### config.mk
export PLATFORM = sky130hd
export DESIGN_NAME = be_lsu_agu
export DESIGN_NICKNAME = d
export VERILOG_FILES = /design/src/rtl/lsu_pkg.sv /design/src/rtl/lsu_addr_gen.sv /design/src/rtl/lsu_lane_steer.sv /design/src/rtl/lsu_seq.sv /design/src/rtl/be_lsu_agu.sv
export SDC_FILE = /design/constraint.sdc
export NUM_CORES = 1
export LEC_CHECK = 0
export BUFFER_PORTS_ARGS = -buffer_cell sky130_fd_sc_hd__buf_4
export CAP_MARGIN = 10
export CORE_ASPECT_RATIO = 1.5
export CORE_MARGIN = 2
export CORE_UTILIZATION = 50
export CTS_CLUSTER_DIAMETER = 40
export CTS_CLUSTER_SIZE = 16
export DETAILED_ROUTE_END_ITERATION = 7
export PLACE_DENSITY = 0.75
export SLEW_MARGIN = 20
export SYNTH_ARGS = -nofsm -noshare
export SYNTH_HDL_FRONTEND = slang
export SYNTH_SLANG_ARGS = --single-unit
### constraint.sdc
create_clock -name clk -period 3.1 [get_ports clk]
set_input_delay 0.155 -clock clk [delete_from_list [all_inputs] [get_ports clk]]
set_output_delay 0.155 -clock clk [all_outputs]
set_load 0.02 [all_outputs]
### src/rtl/lsu_pkg.sv
package lsu_pkg;

    typedef enum logic [1:0] {
        OP_LOAD  = 2'd0,
        OP_STORE = 2'd1,
        OP_PUSH  = 2'd2,
        OP_POP   = 2'd3
    } op_e;

    typedef enum logic [1:0] {
        AM_ABS = 2'd0,
        AM_IND = 2'd1,
        AM_OFS = 2'd2
    } mode_e;

    typedef enum logic [1:0] {
        SZ_BYTE = 2'd0,
        SZ_HALF = 2'd1,
        SZ_WORD = 2'd2
    } size_e;

    typedef enum logic [1:0] {
        ST_IDLE = 2'd0,
        ST_REQ  = 2'd1,
        ST_RSP  = 2'd2,
        ST_DONE = 2'd3
    } state_e;

endpackage

### src/rtl/lsu_addr_gen.sv
module lsu_addr_gen
    import lsu_pkg::*;
#(
    parameter int DATA_W = 32,
    parameter int OFS_W  = 16,
    parameter int LEN_W  = 4
) (
    input  op_e               op,
    input  mode_e             mode,
    input  size_e             size,
    input  logic [DATA_W-1:0] reg_hi,
    input  logic [DATA_W-1:0] reg_lo,
    input  logic [DATA_W-1:0] ext,
    output logic [DATA_W-1:0] addr,
    output logic [DATA_W-1:0] store_val,
    output logic [DATA_W-1:0] sp_new,
    output logic              sp_we,
    output logic              dest_lo,
    output logic              is_write,
    output size_e             eff_size,
    output logic [LEN_W-1:0]  len
);
    localparam int NB       = DATA_W / 8;
    localparam int BASE_LEN = 2;
    localparam int ABS_LEN  = BASE_LEN + NB;
    localparam int OFS_LEN  = BASE_LEN + OFS_W / 8;

    logic [DATA_W-1:0] abs_word;
    logic [DATA_W-1:0] ofs_ext;

    // Lowest-addressed extension byte becomes the most significant byte.
    for (genvar gi = 0; gi < NB; gi++) begin : g_be_asm
        assign abs_word[DATA_W-1-8*gi -: 8] = ext[8*gi +: 8];
    end

    // The offset form uses only the first OFS_W/8 bytes, again MSB first.
    assign ofs_ext = {{(DATA_W-OFS_W){abs_word[DATA_W-1]}}, abs_word[DATA_W-1 -: OFS_W]};

    always_comb begin
        addr      = reg_lo;
        store_val = reg_lo;
        sp_new    = reg_hi;
        sp_we     = 1'b0;
        dest_lo   = 1'b0;
        is_write  = 1'b0;
        eff_size  = size;
        len       = LEN_W'(BASE_LEN);
        unique case (op)
            OP_LOAD: begin
                case (mode)
                    AM_ABS: begin
                        addr = abs_word;
                        len  = LEN_W'(ABS_LEN);
                    end
                    AM_OFS: begin
                        addr = reg_lo + ofs_ext;
                        len  = LEN_W'(OFS_LEN);
                    end
                    default: addr = reg_lo;
                endcase
            end
            OP_STORE: begin
                is_write = 1'b1;
                case (mode)
                    AM_ABS: begin
                        addr      = abs_word;
                        store_val = reg_hi;
                        len       = LEN_W'(ABS_LEN);
                    end
                    AM_OFS: begin
                        addr = reg_hi + ofs_ext;
                        len  = LEN_W'(OFS_LEN);
                    end
                    default: addr = reg_hi;
                endcase
            end
            OP_PUSH: begin
                is_write = 1'b1;
                addr     = reg_hi - DATA_W'(NB);
                sp_new   = reg_hi - DATA_W'(NB);
                sp_we    = 1'b1;
                eff_size = SZ_WORD;
            end
            OP_POP: begin
                addr     = reg_hi;
                sp_new   = reg_hi + DATA_W'(NB);
                sp_we    = 1'b1;
                dest_lo  = 1'b1;
                eff_size = SZ_WORD;
            end
            default: ;
        endcase
    end

endmodule

### src/rtl/lsu_lane_steer.sv
module lsu_lane_steer
    import lsu_pkg::*;
#(
    parameter int DATA_W = 32
) (
    input  size_e                       size,
    input  logic [$clog2(DATA_W/8)-1:0] ofs,
    input  logic [DATA_W-1:0]           store_val,
    input  logic [DATA_W-1:0]           rdata,
    output logic [DATA_W-1:0]           wdata,
    output logic [DATA_W/8-1:0]         be,
    output logic [DATA_W-1:0]           ld_val
);
    localparam int NB = DATA_W / 8;
    localparam int LB = $clog2(NB);

    // Lane gi carries the byte at offset NB-1-gi (big-endian).
    for (genvar gi = 0; gi < NB; gi++) begin : g_lane
        localparam int K = NB - 1 - gi;
        logic       hit;
        logic [7:0] lane_val;

        always_comb begin
            case (size)
                SZ_BYTE: begin
                    hit      = (ofs == LB'(K));
                    lane_val = store_val[7:0];
                end
                SZ_HALF: begin
                    hit      = ((ofs >> 1) == LB'(K >> 1));
                    lane_val = ((K % 2) == 0) ? store_val[15:8] : store_val[7:0];
                end
                default: begin
                    hit      = 1'b1;
                    lane_val = store_val[8*gi +: 8];
                end
            endcase
        end

        assign be[gi]          = hit;
        assign wdata[8*gi +: 8] = hit ? lane_val : 8'h00;
    end

    logic [7:0]  ld_b;
    logic [15:0] ld_h;

    always_comb begin
        ld_b = 8'h00;
        ld_h = 16'h0000;
        for (int i = 0; i < NB; i++) begin
            if (be[i]) begin
                ld_b = ld_b | rdata[8*i +: 8];
                if (((NB - 1 - i) % 2) == 0) ld_h[15:8] = ld_h[15:8] | rdata[8*i +: 8];
                else                         ld_h[7:0]  = ld_h[7:0]  | rdata[8*i +: 8];
            end
        end
        case (size)
            SZ_BYTE: ld_val = {{(DATA_W-8){1'b0}}, ld_b};
            SZ_HALF: ld_val = {{(DATA_W-16){1'b0}}, ld_h};
            default: ld_val = rdata;
        endcase
    end

endmodule

### src/rtl/lsu_seq.sv
module lsu_seq
    import lsu_pkg::*;
(
    input  logic   clk,
    input  logic   rst_n,
    input  logic   start,
    input  logic   req_ready,
    input  logic   rsp_valid,
    output state_e state,
    output logic   accept_cmd,
    output logic   req_valid,
    output logic   capture,
    output logic   done
);
    state_e state_q, state_d;

    always_ff @(posedge clk or negedge rst_n) begin
        if (!rst_n) state_q <= ST_IDLE;
        else        state_q <= state_d;
    end

    always_comb begin
        state_d = state_q;
        unique case (state_q)
            ST_IDLE: if (start)     state_d = ST_REQ;
            ST_REQ:  if (req_ready) state_d = ST_RSP;
            ST_RSP:  if (rsp_valid) state_d = ST_DONE;
            ST_DONE:                state_d = ST_IDLE;
            default:                state_d = ST_IDLE;
        endcase
    end

    always_comb begin
        state      = state_q;
        accept_cmd = (state_q == ST_IDLE) && start;
        req_valid  = (state_q == ST_REQ);
        capture    = (state_q == ST_RSP) && rsp_valid;
        done       = (state_q == ST_DONE);
    end

endmodule

### src/rtl/be_lsu_agu.sv
module be_lsu_agu
    import lsu_pkg::*;
#(
    parameter int DATA_W = 32,
    parameter int OFS_W  = 16,
    parameter int LEN_W  = 4
) (
    input  logic                clk,
    input  logic                rst_n,
    input  logic                start,
    input  logic [1:0]          cmd_op,
    input  logic [1:0]          cmd_mode,
    input  logic [1:0]          cmd_size,
    input  logic [DATA_W-1:0]   reg_hi,
    input  logic [DATA_W-1:0]   reg_lo,
    input  logic [DATA_W-1:0]   ext_bytes,
    output logic                mem_req_valid,
    input  logic                mem_req_ready,
    output logic [DATA_W-1:0]   mem_addr,
    output logic                mem_we,
    output logic [1:0]          mem_size,
    output logic [DATA_W/8-1:0] mem_be,
    output logic [DATA_W-1:0]   mem_wdata,
    input  logic                mem_rsp_valid,
    input  logic [DATA_W-1:0]   mem_rsp_rdata,
    output logic                done,
    output logic [DATA_W-1:0]   ld_data,
    output logic                ld_to_lo,
    output logic                sp_we,
    output logic [DATA_W-1:0]   sp_new,
    output logic [LEN_W-1:0]    inst_len
);
    localparam int NB = DATA_W / 8;
    localparam int LB = $clog2(NB);

    // Resolved command from the inputs
    logic [DATA_W-1:0] c_addr, c_sval, c_sp;
    logic              c_spwe, c_dlo, c_we;
    size_e             c_size;
    logic [LEN_W-1:0]  c_len;

    lsu_addr_gen #(.DATA_W(DATA_W), .OFS_W(OFS_W), .LEN_W(LEN_W)) u_addr_gen (
        .op       (op_e'(cmd_op)),
        .mode     (mode_e'(cmd_mode)),
        .size     (size_e'(cmd_size)),
        .reg_hi   (reg_hi),
        .reg_lo   (reg_lo),
        .ext      (ext_bytes),
        .addr     (c_addr),
        .store_val(c_sval),
        .sp_new   (c_sp),
        .sp_we    (c_spwe),
        .dest_lo  (c_dlo),
        .is_write (c_we),
        .eff_size (c_size),
        .len      (c_len)
    );

    state_e st;
    logic   accept_cmd, capture;

    lsu_seq u_seq (
        .clk       (clk),
        .rst_n     (rst_n),
        .start     (start),
        .req_ready (mem_req_ready),
        .rsp_valid (mem_rsp_valid),
        .state     (st),
        .accept_cmd(accept_cmd),
        .req_valid (mem_req_valid),
        .capture   (capture),
        .done      (done)
    );

    // Command latched at acceptance, held through the whole transaction
    logic [DATA_W-1:0] q_addr, q_sval, q_sp, q_ld;
    logic              q_spwe, q_dlo, q_we;
    size_e             q_size;
    op_e               q_op;
    logic [LEN_W-1:0]  q_len;
    logic [DATA_W-1:0] s_ld;

    always_ff @(posedge clk or negedge rst_n) begin
        if (!rst_n) begin
            q_addr <= '0;
            q_sval <= '0;
            q_sp   <= '0;
            q_spwe <= 1'b0;
            q_dlo  <= 1'b0;
            q_we   <= 1'b0;
            q_size <= SZ_BYTE;
            q_op   <= OP_LOAD;
            q_len  <= '0;
        end else if (accept_cmd) begin
            q_addr <= c_addr;
            q_sval <= c_sval;
            q_sp   <= c_sp;
            q_spwe <= c_spwe;
            q_dlo  <= c_dlo;
            q_we   <= c_we;
            q_size <= c_size;
            q_op   <= op_e'(cmd_op);
            q_len  <= c_len;
        end
    end

    always_ff @(posedge clk or negedge rst_n) begin
        if (!rst_n)       q_ld <= '0;
        else if (capture) q_ld <= s_ld;
    end

    lsu_lane_steer #(.DATA_W(DATA_W)) u_steer (
        .size     (q_size),
        .ofs      (q_addr[LB-1:0]),
        .store_val(q_sval),
        .rdata    (mem_rsp_rdata),
        .wdata    (mem_wdata),
        .be       (mem_be),
        .ld_val   (s_ld)
    );

    assign mem_addr = q_addr;
    assign mem_we   = q_we;
    assign mem_size = q_size;
    assign ld_data  = q_ld;
    assign ld_to_lo = q_dlo;
    assign sp_we    = q_spwe;
    assign sp_new   = q_sp;
    assign inst_len = q_len;

    // ---------------- properties ----------------
    p_req_hold_r9: assert property (@(posedge clk) disable iff (!rst_n)
        mem_req_valid && !mem_req_ready |=> mem_req_valid && $stable(mem_addr) && $stable(mem_wdata));

    p_done_pulse_r9: assert property (@(posedge clk) disable iff (!rst_n)
        done |=> !done);

    p_done_after_rsp_r9: assert property (@(posedge clk) disable iff (!rst_n)
        done |-> $past(mem_rsp_valid));

    p_req_done_excl_r9: assert property (@(posedge clk) disable iff (!rst_n)
        $onehot0({mem_req_valid, done}));

    p_busy_start_r10: assert property (@(posedge clk) disable iff (!rst_n)
        (st != ST_IDLE) && start |=> $stable(mem_addr) && $stable(mem_we));

    p_lane_count_r4: assert property (@(posedge clk) disable iff (!rst_n)
        mem_req_valid |-> ($countones(mem_be) ==
            ((mem_size == 2'd0) ? 1 : (mem_size == 2'd1) ? 2 : NB)));

    p_push_sp_r6: assert property (@(posedge clk) disable iff (!rst_n)
        mem_req_valid && (q_op == OP_PUSH) |-> sp_we && (sp_new == mem_addr) && mem_we);

    p_pop_sp_r7: assert property (@(posedge clk) disable iff (!rst_n)
        mem_req_valid && (q_op == OP_POP) |-> sp_we && (sp_new == mem_addr + DATA_W'(NB)) && ld_to_lo);

endmodule

### After elaboration in Yosys (flattened, before gate mapping)

Cells that the tools add are included.

* reductions and logical operators: 13
* bitwise logic cells: 5
* divide/modulo/power cells: 0
* multiply operators: 0
* shift operators: 0
* equal/unequal tests: 14
* order comparisons: 0
* muxes and demuxes: 35
* add/sub/neg operators: 4

Operators by type and width (number)
* 32-bit one-hot mux with 2 select lines: 4
* 32-bit one-hot mux with 4 select lines: 1
* 8-bit two-way mux: 11
* 32-bit adder: 2
* 32-bit two-way mux: 2
* 8-bit OR: 5
* 32-bit by 3-bit adder with 32-bit output, second input constant: 1
* 16-bit two-way mux: 2
* 32-bit by 3-bit subtractor with 32-bit output, second input constant: 1
* 8-bit one-hot mux with 2 select lines: 1
* 2-bit == test, second input constant: 7
* 2-bit zero test: 6
* 2-bit by 1-bit == test with 1-bit output, second input constant: 4
* 2-bit two-way mux: 4
* 1-bit one-hot mux with 2 select lines: 4
* 2-bit one-hot mux with 4 select lines: 1
* 2-bit OR reduction: 4
* 3-bit one-hot mux with 2 select lines: 1
* 4-bit two-way mux: 1
* 2-bit != test, second input constant: 2
* 1-bit two-way mux: 3
* 3-bit AND reduction: 1
* 1-bit logical AND: 2
* 2-bit by 1-bit != test with 1-bit output, second input constant: 1

* output and inout bits: 143
* latch bits: 0
* memories kept: 0
* bits in writable memories: 0
* logic and storage cells: 81
* ROM bits: 0
* register bits after elaboration: 139
* input port bits: 139

### Logic depth before layout (Yosys ltp)

Gate-level depths: netlist (run 1).

* word-level depth: 10
* gate-level depth with buffers: 12

### Cells and area by module

From an unflattened synthesis (run 1), not the netlist that was laid out.

* cell total of the unflattened synthesis: 1600
* area, all modules: 13944.6 µm²

By module, submodules not included
* lsu_addr_gen: seq. area each 0.0 µm², instances 1, cells an instance 1140, area an instance 7380.8 µm²
* be_lsu_agu: seq. area each 3428.3 µm², instances 1, cells an instance 290, area an instance 5336.4 µm²
* lsu_lane_steer: seq. area each 0.0 µm², instances 1, cells an instance 153, area an instance 1061.0 µm²
* lsu_seq: seq. area each 50.0 µm², instances 1, cells an instance 17, area an instance 166.4 µm²

### Worst setup path after synthesis (run 1)

OpenSTA, ideal clock, no wires.

* path kind: in2reg
* from: input port reg_hi[15]
* to: register q_addr[29] (netlist: mem_addr[29])
* arrival time: 2615 ps
* slack: 337 ps
* library setup time: 148 ps
* cell stages on the path: 11
* data required time: 2952 ps
* cells stage by stage: buf_6 or4_4 or2_4 or3_1 buf_2 or2_4 nor4_1 xnor2_1 nor2_1 a2111oi_0 a311oi_1

* word-level cells in the longest chain between the ends: 3
* elaborated cells between the ends (all ways): 4
* those cells by class: add/sub (2); mux (2)

RTL lines
* start: declaration: RTL line be_lsu_agu.sv:14 `input logic [DATA_W-1:0] reg_hi,`
* 32-bit adder: RTL line lsu_addr_gen.sv:71 `addr = reg_hi + ofs_ext;`
* 32-bit one-hot mux with 2 select lines: RTL line lsu_addr_gen.sv:64 `case (mode)`
* 32-bit one-hot mux with 4 select lines *: RTL line lsu_addr_gen.sv:48 `unique case (op)`
* end signal: assignment: RTL line be_lsu_agu.sv:95 `q_addr <= c_addr;`
* end: declaration: RTL line be_lsu_agu.sv:76 `logic [DATA_W-1:0] q_addr, q_sval, q_sp, q_ld;`

Mark *: on every way between the ends. The rest lies on a longest branch, timed or not.
A chain may end at the register's enable or synchronous reset.

### Worst setup path in the final report (run 1)

* from: input port ext_bytes[9]
* to: register q_addr[6] (netlist: mem_addr[6])

* word-level cells in the longest chain between the ends: 3
* elaborated cells between the ends (all ways): 5
* those cells by class: add/sub (2); mux (3)

RTL lines
* start: declaration: RTL line be_lsu_agu.sv:16 `input logic [DATA_W-1:0] ext_bytes,`
* 32-bit adder, on equally long branches: RTL line lsu_addr_gen.sv:71, lsu_addr_gen.sv:56
* 32-bit one-hot mux with 2 select lines, on equally long branches: RTL line lsu_addr_gen.sv:64, lsu_addr_gen.sv:50
* 32-bit one-hot mux with 4 select lines *: RTL line lsu_addr_gen.sv:48

Marks and branches as above.

==> results_tabular.tex, run 1 <==
\begin{tabular}{lr}
\hline
Metric & Value \\
\hline
\multicolumn{2}{l}{\textbf{CTS}} \\
\quad CTS Root Cell & sky130\_fd\_sc\_hd\_\_clkbuf\_16 \\
\quad Clock latency at the later pin of the worst-skew pair & 0.46 ns \\
\quad Cts bufs inserted & 17 \\
\quad Clock input transition at the sequential cells of the worst setup and hold paths & 0.07 ns \\
\quad H-tree depth & 4 \\
\quad Clock Path Buffers & 2 \\
\quad CTS sink count & 137 \\
\quad Clock tree from TritonCTS & done \\
\multicolumn{2}{l}{\textbf{Critical path}} \\
\quad RR Startpoint & u\_seq.state[0]\$\_DFFE\_PN0P\_ \\
\quad Crit-path leading delay family & compound AO/OA/AOI/OAI gates \\
\quad Top cell by count, worst path & sky130\_fd\_sc\_hd\_\_buf\_4 \\
\quad Launching element type of the critical path & primary input \\
\quad Startpoint-to-endpoint class of the critical path & in2reg \\
\quad Bufs and invs on worst path & 4 \\
\quad Slowest library cell on the worst path & sky130\_fd\_sc\_hd\_\_a222oi\_1 \\
\quad Required time at the endpoint of the critical path & 3.40 ns \\
\quad Reg-to-reg slack, setup & 0.59 ns \\
\quad Arrival time reported for the critical path endpoint & 3.16 ns \\
\quad Crit. path cell count & 12 \\
\quad R2R Path End & mem\_addr[24]\$\_DFFE\_PN0P\_ \\
\quad Length in cells of the worst reg-to-reg path & 9 \\
\quad Critical-path cell list & buf\_4, buf\_4, inv\_1, fa\_1, nor2b\_1, o31ai\_1, a21oi\_1, buf\_4, xnor2\_1, o21ai\_0, a222oi\_1, o21ai\_0 \\
\quad CP Max Fanout & 5 \\
\quad Element type at the critical path end & flop \\
\quad Worst setup path endpoint & mem\_addr[6]\$\_DFFE\_PN0P\_ \\
\quad Largest incremental delay on the critical path & 0.95 ns \\
\quad Start point of the critical path & ext\_bytes[9] \\
\multicolumn{2}{l}{\textbf{Final layout}} \\
\quad Synthesis-to-finish area growth & 29.3\% \\
\quad Seq. cell area & 0.00343 mm2 \\
\quad Number of nets in the layout & 2177 \\
\quad Number of fill cells & 2207 \\
\quad Fraction of final layout cells with drive strength greater than 1 & 22.9\% \\
\quad Multi-input gate area & 0.00858 mm2 \\
\quad Post-route standard cell area excluding fillers & 0.0164 mm2 \\
\multicolumn{2}{l}{\textbf{Timing}} \\
\quad Final worst-path setup slack & 0.237 ns \\
\quad Final critical delay including setup and external delays & 2.86 ns \\
\quad Hold Worst Slack & 0.00674 ns \\
\quad Worst-case headroom to the max-slew limit & 25.8\% \\
\quad Number of hold violations in the final report & 0 \\
\quad Worst-margin pin slew & 1.11 ns \\
\quad Maximum clock frequency & 349 MHz \\
\quad Setup repair after global routing missed its margin & false \\
\quad Clock Skews & 0.00930 ns \\
\quad Number of pins exceeding their max-slew limit in the final report & 0 \\
\quad Final clock period utilization by the worst path & 92.4\% \\
\quad Final Setup Violations & 0 \\
\multicolumn{2}{l}{\textbf{Floorplan}} \\
\quad I/O Pins & 282 \\
\quad Initial standard-cell utilization of the core & 50.7\% \\
\quad Die width & 134 um \\
\quad Core Footprint & 0.0250 mm2 \\
\quad Row count & 71 \\
\quad Height of the die & 199 um \\
\quad Floorplan die area & 0.0266 mm2 \\
\multicolumn{2}{l}{\textbf{Synthesis}} \\
\quad Share of flip-flops with an asynchronous set or reset after synthesis & 100\% \\
\quad Cell accounting for the most synthesized area & sky130\_fd\_sc\_hd\_\_dfrtp\_1 \\
\quad Main synth FF type & sky130\_fd\_sc\_hd\_\_dfrtp\_1 \\
\quad Avg Inst Size Synth & 7.62 um2 \\
\quad Number of warnings printed during yosys synthesis & 0 \\
\quad Post-synthesis cell area & 0.0127 mm2 \\
\quad Seq/Total Area, Yosys & 27.1\% \\
\quad EDFF count, synth & 0 \\
\quad Number of distinct library cells after synthesis & 77 \\
\quad Cell count after synthesis & 1660 \\
\quad Total of flip-flops plus latches after synthesis & 137 \\
\quad Cell types occupying the most area after synthesis & sky130\_fd\_sc\_hd\_\_dfrtp\_1, sky130\_fd\_sc\_hd\_\_nand2\_1, sky130\_fd\_sc\_hd\_\_ha\_1, sky130\_fd\_sc\_hd\_\_o21ai\_0, sky130\_fd\_sc\_hd\_\_a21oi\_1 \\
\quad Yosys top cell area share & 27.1\% \\
\multicolumn{2}{l}{\textbf{Power and ir drop}} \\
\quad Reported leakage power & 7.50 nW \\
\quad Cell Pwr Density & 753 mW/mm2 \\
\quad Peak VDD IR & 0.000527 V \\
\multicolumn{2}{l}{\textbf{Drt}} \\
\quad Number of nets still failing antenna checks after routing & 0 \\
\quad Number of DRC markers in iteration 0 & 1457 \\
\quad Via Count & 15200 \\
\quad Vias per inst & 6.61 \\
\quad Routed wirelength normalized by instance count & 26.2 um \\
\quad Number of search-and-repair iterations in the first detailed-routing pass & 6 \\
\quad Post-route DRC & 0 \\
\quad Routed WL & 60400 um \\
\multicolumn{2}{l}{\textbf{GRT}} \\
\quad Number of global-route vias before repair & 14700 \\
\quad Global-route wire length before repair & 88600 um \\
\quad Total Routing Usage GR & 44.9\% \\
\quad GRT overflow & 0 \\
\quad Initial antenna violation count & 1 \\
\quad Largest net degree at the start of global routing & 87 \\
\multicolumn{2}{l}{\textbf{Min path}} \\
\quad Hold Crit Class & in2reg \\
\multicolumn{2}{l}{\textbf{Place}} \\
\quad Number of buffer cells added on primary ports & 279 \\
\quad Post-place instance area & 0.0156 mm2 \\
\quad Post-placement setup slack & -0.0650 ns \\
\quad Post-detail-place hpwl & 46600 um \\
\quad Global placement routability congestion & 1.04 \\
\multicolumn{2}{l}{\textbf{Job}} \\
\quad Max-cap violations & 0 \\
\multicolumn{2}{l}{\textbf{Outcome}} \\
\quad Outcome & finished, final reports clean \\
\hline
\end{tabular}
==> area by class of cell <==
cell class / count / share of cell area, %
sequential: 137 / 21.0
multi-input combinational: 1357 / 52.4
clock inverter: 15 / 1.25
antenna: 1 / 0.0153
clock buffer: 17 / 2.60
tap: 328 / 2.51
timing repair buffer: 411 / 19.4
inverter: 38 / 0.871
==> placed cells by master, fill, tap and decap left out, types with 31 or more instances in the layout <==
cell type and instances:
sky130_fd_sc_hd__ha_1 74, sky130_fd_sc_hd__buf_4 389, sky130_fd_sc_hd__a221oi_1 31, sky130_fd_sc_hd__nand2_1 250, sky130_fd_sc_hd__dfrtp_1 136, sky130_fd_sc_hd__a31oi_1 32
sky130_fd_sc_hd__a21o_1 36, sky130_fd_sc_hd__a21oi_1 119, sky130_fd_sc_hd__nand3_1 53, sky130_fd_sc_hd__a211oi_1 32, sky130_fd_sc_hd__mux2i_1 48, sky130_fd_sc_hd__inv_1 35
sky130_fd_sc_hd__nor2_1 107, sky130_fd_sc_hd__xnor2_1 55, sky130_fd_sc_hd__o21ai_0 167
==> worst min path at each step <==
stage	start	endpoint	cells after the start
after CTS	mem_rsp_rdata[14]	ld_data[14]$_DFFE_PN0P_	3
after global placement	rst_n	ld_data[29]$_DFFE_PN0P_	1
after global routing	mem_rsp_rdata[9]	ld_data[9]$_DFFE_PN0P_	3
after floorplan	rst_n	inst_len[1]$_DFFE_PN0P_	0
final	mem_rsp_rdata[9]	ld_data[9]$_DFFE_PN0P_	3
after detailed placement	rst_n	ld_data[29]$_DFFE_PN0P_	1
==> state kept, by name, summed over array words and instances, names as in the netlist <==
signal / flops
ld_data: 32
mem_we: 1
sp_new: 32
ld_to_lo: 1
mem_addr: 32
sp_we: 1
mem_size: 2
inst_len: 2
u_seq.state: 2
q_sval: 32
==> repair_timing <==
item / 4_1_cts / 5_1_grt
setup buffers: 0 / 0
hold buffers: 18 / 0
resized for setup: 0 / 0
hold endpoints to repair: 92 / 0
==> per-stage QoR <==
step | power, mW | std cells | util (%) | setup TNS (ns)
2_1_floorplan | 6.94 | 1661 | - | 0
3_3_place_gp | 9.82 | 2253 | 62.3 | -0.0301
3_5_place_dp | 9.93 | 2253 | 62.3 | -0.133
4_1_cts | 12.2 | 2303 | 65.6 | 0
5_1_grt | 12.9 | 2303 | 65.6 | 0
6_report | 12.3 | 2304 | 65.6 | 0
==> cells in the mapped netlist, types with 27 or more instances <==
cell                       number
sky130_fd_sc_hd__ha_1          74
sky130_fd_sc_hd__mux2i_1       48
sky130_fd_sc_hd__inv_1         35
sky130_fd_sc_hd__o21ai_0      167
sky130_fd_sc_hd__xor2_1        27
sky130_fd_sc_hd__clkbuf_1     104
sky130_fd_sc_hd__a21o_1        36
sky130_fd_sc_hd__a211oi_1      32
sky130_fd_sc_hd__a221oi_1      31
sky130_fd_sc_hd__nand3_1       53
sky130_fd_sc_hd__xnor2_1       55
sky130_fd_sc_hd__a31oi_1       32
sky130_fd_sc_hd__dfrtp_1      137
sky130_fd_sc_hd__nand2_1      251
sky130_fd_sc_hd__nor2_1       109
sky130_fd_sc_hd__a21oi_1      119
==> layer usage <==
metal | track usage, % | up-vias | routed length, um
met4 | 40.2 | 0 | 6420
met1 | 47.1 | 7039 | 20100
met2 | 75.3 | 1136 | 28200
met3 | 9.84 | 345 | 5710
met5 | 0 | - | 0
li1 | - | 6705 | -
==> worst reg2reg max path, stage by stage (launching register included) <==
cell and delay, ns:
sky130_fd_sc_hd__dfrtp_1 0.40, sky130_fd_sc_hd__inv_1 0.12, sky130_fd_sc_hd__ha_1 0.24, sky130_fd_sc_hd__and2_2 0.32
sky130_fd_sc_hd__nand2_1 0.12, sky130_fd_sc_hd__buf_4 0.23, sky130_fd_sc_hd__a221o_1 0.30, sky130_fd_sc_hd__a211oi_1 0.43
sky130_fd_sc_hd__buf_4 0.20, sky130_fd_sc_hd__a211oi_1 0.04
==> cells by family (layout without fill, tap and decap cells) <==
| group | Yosys count | count (layout) | share of synthesized area [%] |
|---|---|---|---|
| AOI/OAI and AO/OA | 581 | 581 | 29.8 |
| xor gates and xnor gates | 82 | 82 | 5.67 |
| adders and majority gates | 76 | 76 | 7.63 |
| buffers and inverters | 167 | 481 | 5.33 |
| DFF | 137 | 137 | 27.1 |
| muxes | 52 | 52 | 4.15 |
| other | 1 | 3 | 0.0296 |
| and+or+nand+nor | 564 | 564 | 20.3 |
==> power breakdown <==
part | leakage (nW) | switching (mW) | total [mW] | internal, mW
combinational | 5.53 | 4.04 | 6.73 | 2.69
sequential | 1.67 | 0.734 | 3.36 | 2.63
clock | 0.299 | 0.937 | 2.23 | 1.30
Power figures use the tool's default switching activity.
==> inputs of run 2 (changes only) <==
Settings changed: CORE_UTILIZATION 50 to 40, GPL_TIMING_DRIVEN set to 0, PLACE_DENSITY 0.75 to not set, SYNTH_HIERARCHICAL set to 1.
==> run 2 against run 1 <==
Non-clock buffer count shrank 1. Combinational power grew 17%. Total power grew 9.5%. Clock power shrank 2%. Wire length shrank 0.44%. Critical path type unchanged. Area after synthesis grew 10%. The flow now finishes with violations (negative setup slack). Hold slack gained 0.052 ns. First-iteration DRC count shrank 18%. Global-route usage shrank 13 points. Worst setup slack lost 0.24 ns. Count of clock-buffer cells in the layout grew 2. Flip-flop and latch count grew 2.
==> results_tabular.tex, run 2 <==
\begin{tabular}{lr}
\hline
Metric & Value \\
\hline
\multicolumn{2}{l}{\textbf{Floorplan}} \\
\quad I/O Pins & 282 \\
\quad Floorplan die area & 0.0364 mm2 \\
\quad Initial standard-cell utilization of the core & 40.7\% \\
\quad Die width & 156 um \\
\quad Height of the die & 233 um \\
\quad Core Footprint & 0.0343 mm2 \\
\quad Row count & 83 \\
\multicolumn{2}{l}{\textbf{Synthesis}} \\
\quad Number of distinct library cells after synthesis & 94 \\
\quad Most frequently used cell type in the post-synthesis netlist & sky130\_fd\_sc\_hd\_\_a21oi\_1 \\
\quad Share of flip-flops with an asynchronous set or reset after synthesis & 100\% \\
\quad Number of warnings printed during yosys synthesis & 6 \\
\quad Avg Inst Size Synth & 8.72 um2 \\
\quad Seq/Total Area, Yosys & 24.9\% \\
\quad Cell accounting for the most synthesized area & sky130\_fd\_sc\_hd\_\_dfrtp\_1 \\
\quad EDFF count, synth & 0 \\
\quad Cell count after synthesis & 1600 \\
\quad Yosys top cell area share & 24.9\% \\
\quad Post-synth top cells & sky130\_fd\_sc\_hd\_\_a21oi\_1, sky130\_fd\_sc\_hd\_\_dfrtp\_1, sky130\_fd\_sc\_hd\_\_nand2\_1 \\
\quad Total of flip-flops plus latches after synthesis & 139 \\
\quad Main synth FF type & sky130\_fd\_sc\_hd\_\_dfrtp\_1 \\
\quad Post-synthesis cell area & 0.0139 mm2 \\
\quad Cell types occupying the most area after synthesis & sky130\_fd\_sc\_hd\_\_dfrtp\_1, sky130\_fd\_sc\_hd\_\_mux2\_2, sky130\_fd\_sc\_hd\_\_ha\_1, sky130\_fd\_sc\_hd\_\_mux2\_4, sky130\_fd\_sc\_hd\_\_a21oi\_1 \\
\multicolumn{2}{l}{\textbf{Drt}} \\
\quad Routed wirelength normalized by instance count & 25.7 um \\
\quad Via Count & 14200 \\
\quad Number of search-and-repair iterations in the first detailed-routing pass & 6 \\
\quad Number of DRC markers in iteration 0 & 1201 \\
\quad Post-route DRC & 0 \\
\quad Number of nets still failing antenna checks after routing & 0 \\
\quad Routed WL & 60100 um \\
\quad Vias per inst & 6.08 \\
\multicolumn{2}{l}{\textbf{CTS}} \\
\quad Clock Path Buffers & 2 \\
\quad CTS sink count & 139 \\
\quad Clock input transition at the sequential cells of the worst setup and hold paths & 0.07 ns \\
\quad Clock latency at the later pin of the worst-skew pair & 0.45 ns \\
\quad Number of buffers added for setup after CTS & 0 \\
\quad H-tree depth & 4 \\
\quad Clock tree from TritonCTS & done \\
\quad CTS Root Cell & sky130\_fd\_sc\_hd\_\_clkbuf\_16 \\
\quad Cts bufs inserted & 17 \\
\multicolumn{2}{l}{\textbf{Place}} \\
\quad Post-place instance area & 0.0166 mm2 \\
\quad Post-detail-place hpwl & 49200 um \\
\quad Global placement routability congestion & 1.01 \\
\quad Cell count after placement & 2306 \\
\quad Number of buffer cells added on primary ports & 279 \\
\multicolumn{2}{l}{\textbf{Power and ir drop}} \\
\quad Clock Power Share & 16.2\% \\
\quad Logic pwr share & 58.4\% \\
\quad Peak VDD IR & 0.000399 V \\
\quad Switch Pwr & 5.76 mW \\
\quad Switching Share & 42.6\% \\
\quad Int Pwr & 7.74 mW \\
\quad Pwr Total & 13.5 mW \\
\quad Cell Pwr Density & 783 mW/mm2 \\
\quad Sequential fraction of design power & 25.4\% \\
\quad Reported leakage power & 7.64 nW \\
\multicolumn{2}{l}{\textbf{Final layout}} \\
\quad Number of nets in the layout & 2115 \\
\quad Final standard cell count with taps included and fillers excluded & 2337 \\
\quad Most common cell after layout, fill and taps aside & sky130\_fd\_sc\_hd\_\_buf\_4 \\
\quad Fin util & 50.3\% \\
\quad Post-route standard cell area excluding fillers & 0.0172 mm2 \\
\quad Fraction of final layout cells with drive strength greater than 1 & 29.1\% \\
\quad Synthesis-to-finish area growth & 23.6\% \\
\quad Number of fill cells & 3380 \\
\quad Most used cells in the layout excluding fill and tap cells & sky130\_fd\_sc\_hd\_\_buf\_4, sky130\_fd\_sc\_hd\_\_dfrtp\_1, sky130\_fd\_sc\_hd\_\_a21oi\_1 \\
\quad Number of antenna diodes & 0 \\
\multicolumn{2}{l}{\textbf{Timing}} \\
\quad Final clock period utilization by the worst path & 100\% \\
\quad Final Setup Violations & 1 \\
\quad Final critical delay including setup and external delays & 3.11 ns \\
\quad Worst-case headroom to the max-slew limit & 42.1\% \\
\quad Final worst-path setup slack & -0.00643 ns \\
\quad Clock Skews & 0.00869 ns \\
\quad Worst-margin pin slew & 0.869 ns \\
\quad Setup repair after global routing missed its margin & false \\
\quad Hold Worst Slack & 0.0592 ns \\
\quad Number of hold violations in the final report & 0 \\
\quad Maximum clock frequency & 322 MHz \\
\quad Number of pins exceeding their max-slew limit in the final report & 0 \\
\multicolumn{2}{l}{\textbf{Min path}} \\
\quad Min-delay src & mem\_rsp\_rdata[4] \\
\quad Endpoint of the worst hold path & ld\_data[4]\$\_DFFE\_PN0P\_ \\
\quad Hold-critical path depth & 3 \\
\quad Hold Crit Class & in2reg \\
\multicolumn{2}{l}{\textbf{GRT}} \\
\quad GRT overflow & 0 \\
\quad Global-route wire length before repair & 87300 um \\
\quad Initial antenna violation count & 0 \\
\quad Total Routing Usage GR & 32.4\% \\
\quad Number of global-route vias before repair & 14100 \\
\quad Largest net degree at the start of global routing & 85 \\
\multicolumn{2}{l}{\textbf{Job}} \\
\quad Max-cap violations & 0 \\
\multicolumn{2}{l}{\textbf{Outcome}} \\
\quad Failing checks & negative setup slack \\
\quad Outcome & complete, but fails checks \\
\multicolumn{2}{l}{\textbf{Critical path}} \\
\quad Arrival time reported for the critical path endpoint & 3.50 ns \\
\quad Startpoint-to-endpoint class of the critical path & in2reg \\
\quad R2R Path End & ld\_data[6]\$\_DFFE\_PN0P\_ \\
\quad RR Startpoint & mem\_addr[1]\$\_DFFE\_PN0P\_ \\
\quad Launching element type of the critical path & primary input \\
\quad Length in cells of the worst reg-to-reg path & 6 \\
\quad Element type at the critical path end & flop \\
\quad CP Max Fanout & 10 \\
\quad Required time at the endpoint of the critical path & 3.49 ns \\
\quad Reg-to-reg slack, setup & 1.07 ns \\
\hline
\end{tabular}
## run 2: cell count changes after synthesis, sizes merged, moves of 24 or more
| cell | delta |
|---|---|
| nand2 | -118 |
| buf | +37 |
| clkbuf | -37 |
| a21oi | +24 |
| o21ai | -76 |
| mux2i | -25 |
| mux2 | +171 |
## run 2: cell type report
class	instances	area (um2)	share of cell area (%)
Multi-Input combinational cell	1294	9640	55.9
Clock buffer	19	433	2.51
Timing Repair Buffer	281	2140	12.4
Inverter	39	146	0.849
Buffer	129	693	4.02
Clock inverter	11	171	0.995
Sequential cell	139	3480	20.2
Tap cell	425	532	3.09
## run 2: worst max-delay path by stage
stage,startpoint,endpoint
2_1_floorplan,reg_hi[0],mem_addr[30]$_DFFE_PN0P_
3_3_place_gp,ext_bytes[8],mem_addr[30]$_DFFE_PN0P_
3_5_place_dp,ext_bytes[8],mem_addr[30]$_DFFE_PN0P_
4_1_cts,ext_bytes[8],mem_addr[30]$_DFFE_PN0P_
5_1_grt,ext_bytes[8],mem_addr[28]$_DFFE_PN0P_
6_report,cmd_mode[1],mem_addr[12]$_DFFE_PN0P_
## run 2: through the flow
step	setup TNS [ns]	setup WS, ns
final	-0.00643	-0.00643
after global routing	0	0.000634
after CTS	0	0.0545
after detailed placement	-3.21	-0.401
after global placement	-3.54	-0.423
after floorplan	0	0.556
## run 2: kinds of logic (layout without fill, tap and decap cells)
logic type	Yosys count	after routing	synth area share, %
xor+xnor	85	85	5.34
flops	139	139	24.9
fa+ha+maj	75	75	6.84
simple gates	435	435	15.5
compound gates	499	499	24.2
buf+inv	168	479	6.02
other cells	1	2	0.0269
mux	198	198	17.1
## run 2: critical path, stage by stage
cell and delay [ns]:
sky130_fd_sc_hd__buf_4 0.10, sky130_fd_sc_hd__clkbuf_1 0.57, sky130_fd_sc_hd__clkbuf_1 0.53, sky130_fd_sc_hd__clkbuf_1 0.52, sky130_fd_sc_hd__clkbuf_1 0.66, sky130_fd_sc_hd__a211oi_1 0.16, sky130_fd_sc_hd__a211oi_1 0.54, sky130_fd_sc_hd__mux2_4 0.26
## run 2: power by group through the flow
stage                     clock (mW)  sequential, mW  combinational (mW)
after global placement             0            3.42                7.78
after global routing            2.30            3.53                8.32
final                           2.18            3.43                7.88
after floorplan                    0            4.03                4.06
after CTS                       2.24            3.44                7.87
after detailed placement           0            3.47                7.83
## run 2: repair_timing
item | 4_1_cts | 5_1_grt
endpoints found under the hold margin | 83 | 0
gates resized for setup | 0 | 3
endpoints found under the setup margin | 0 | 4
hold buffers | 1 | 0
## run 2: per-layer routing
layer  global-route usage (%)  vias up  part of all wire, %
met5                        0        -                    0
met4                     15.3        0                  4.9
met3                     4.47      144                  6.8
met2                     57.9      709                   50
met1                     38.0     6852                   38
li1                         -     6500                    -
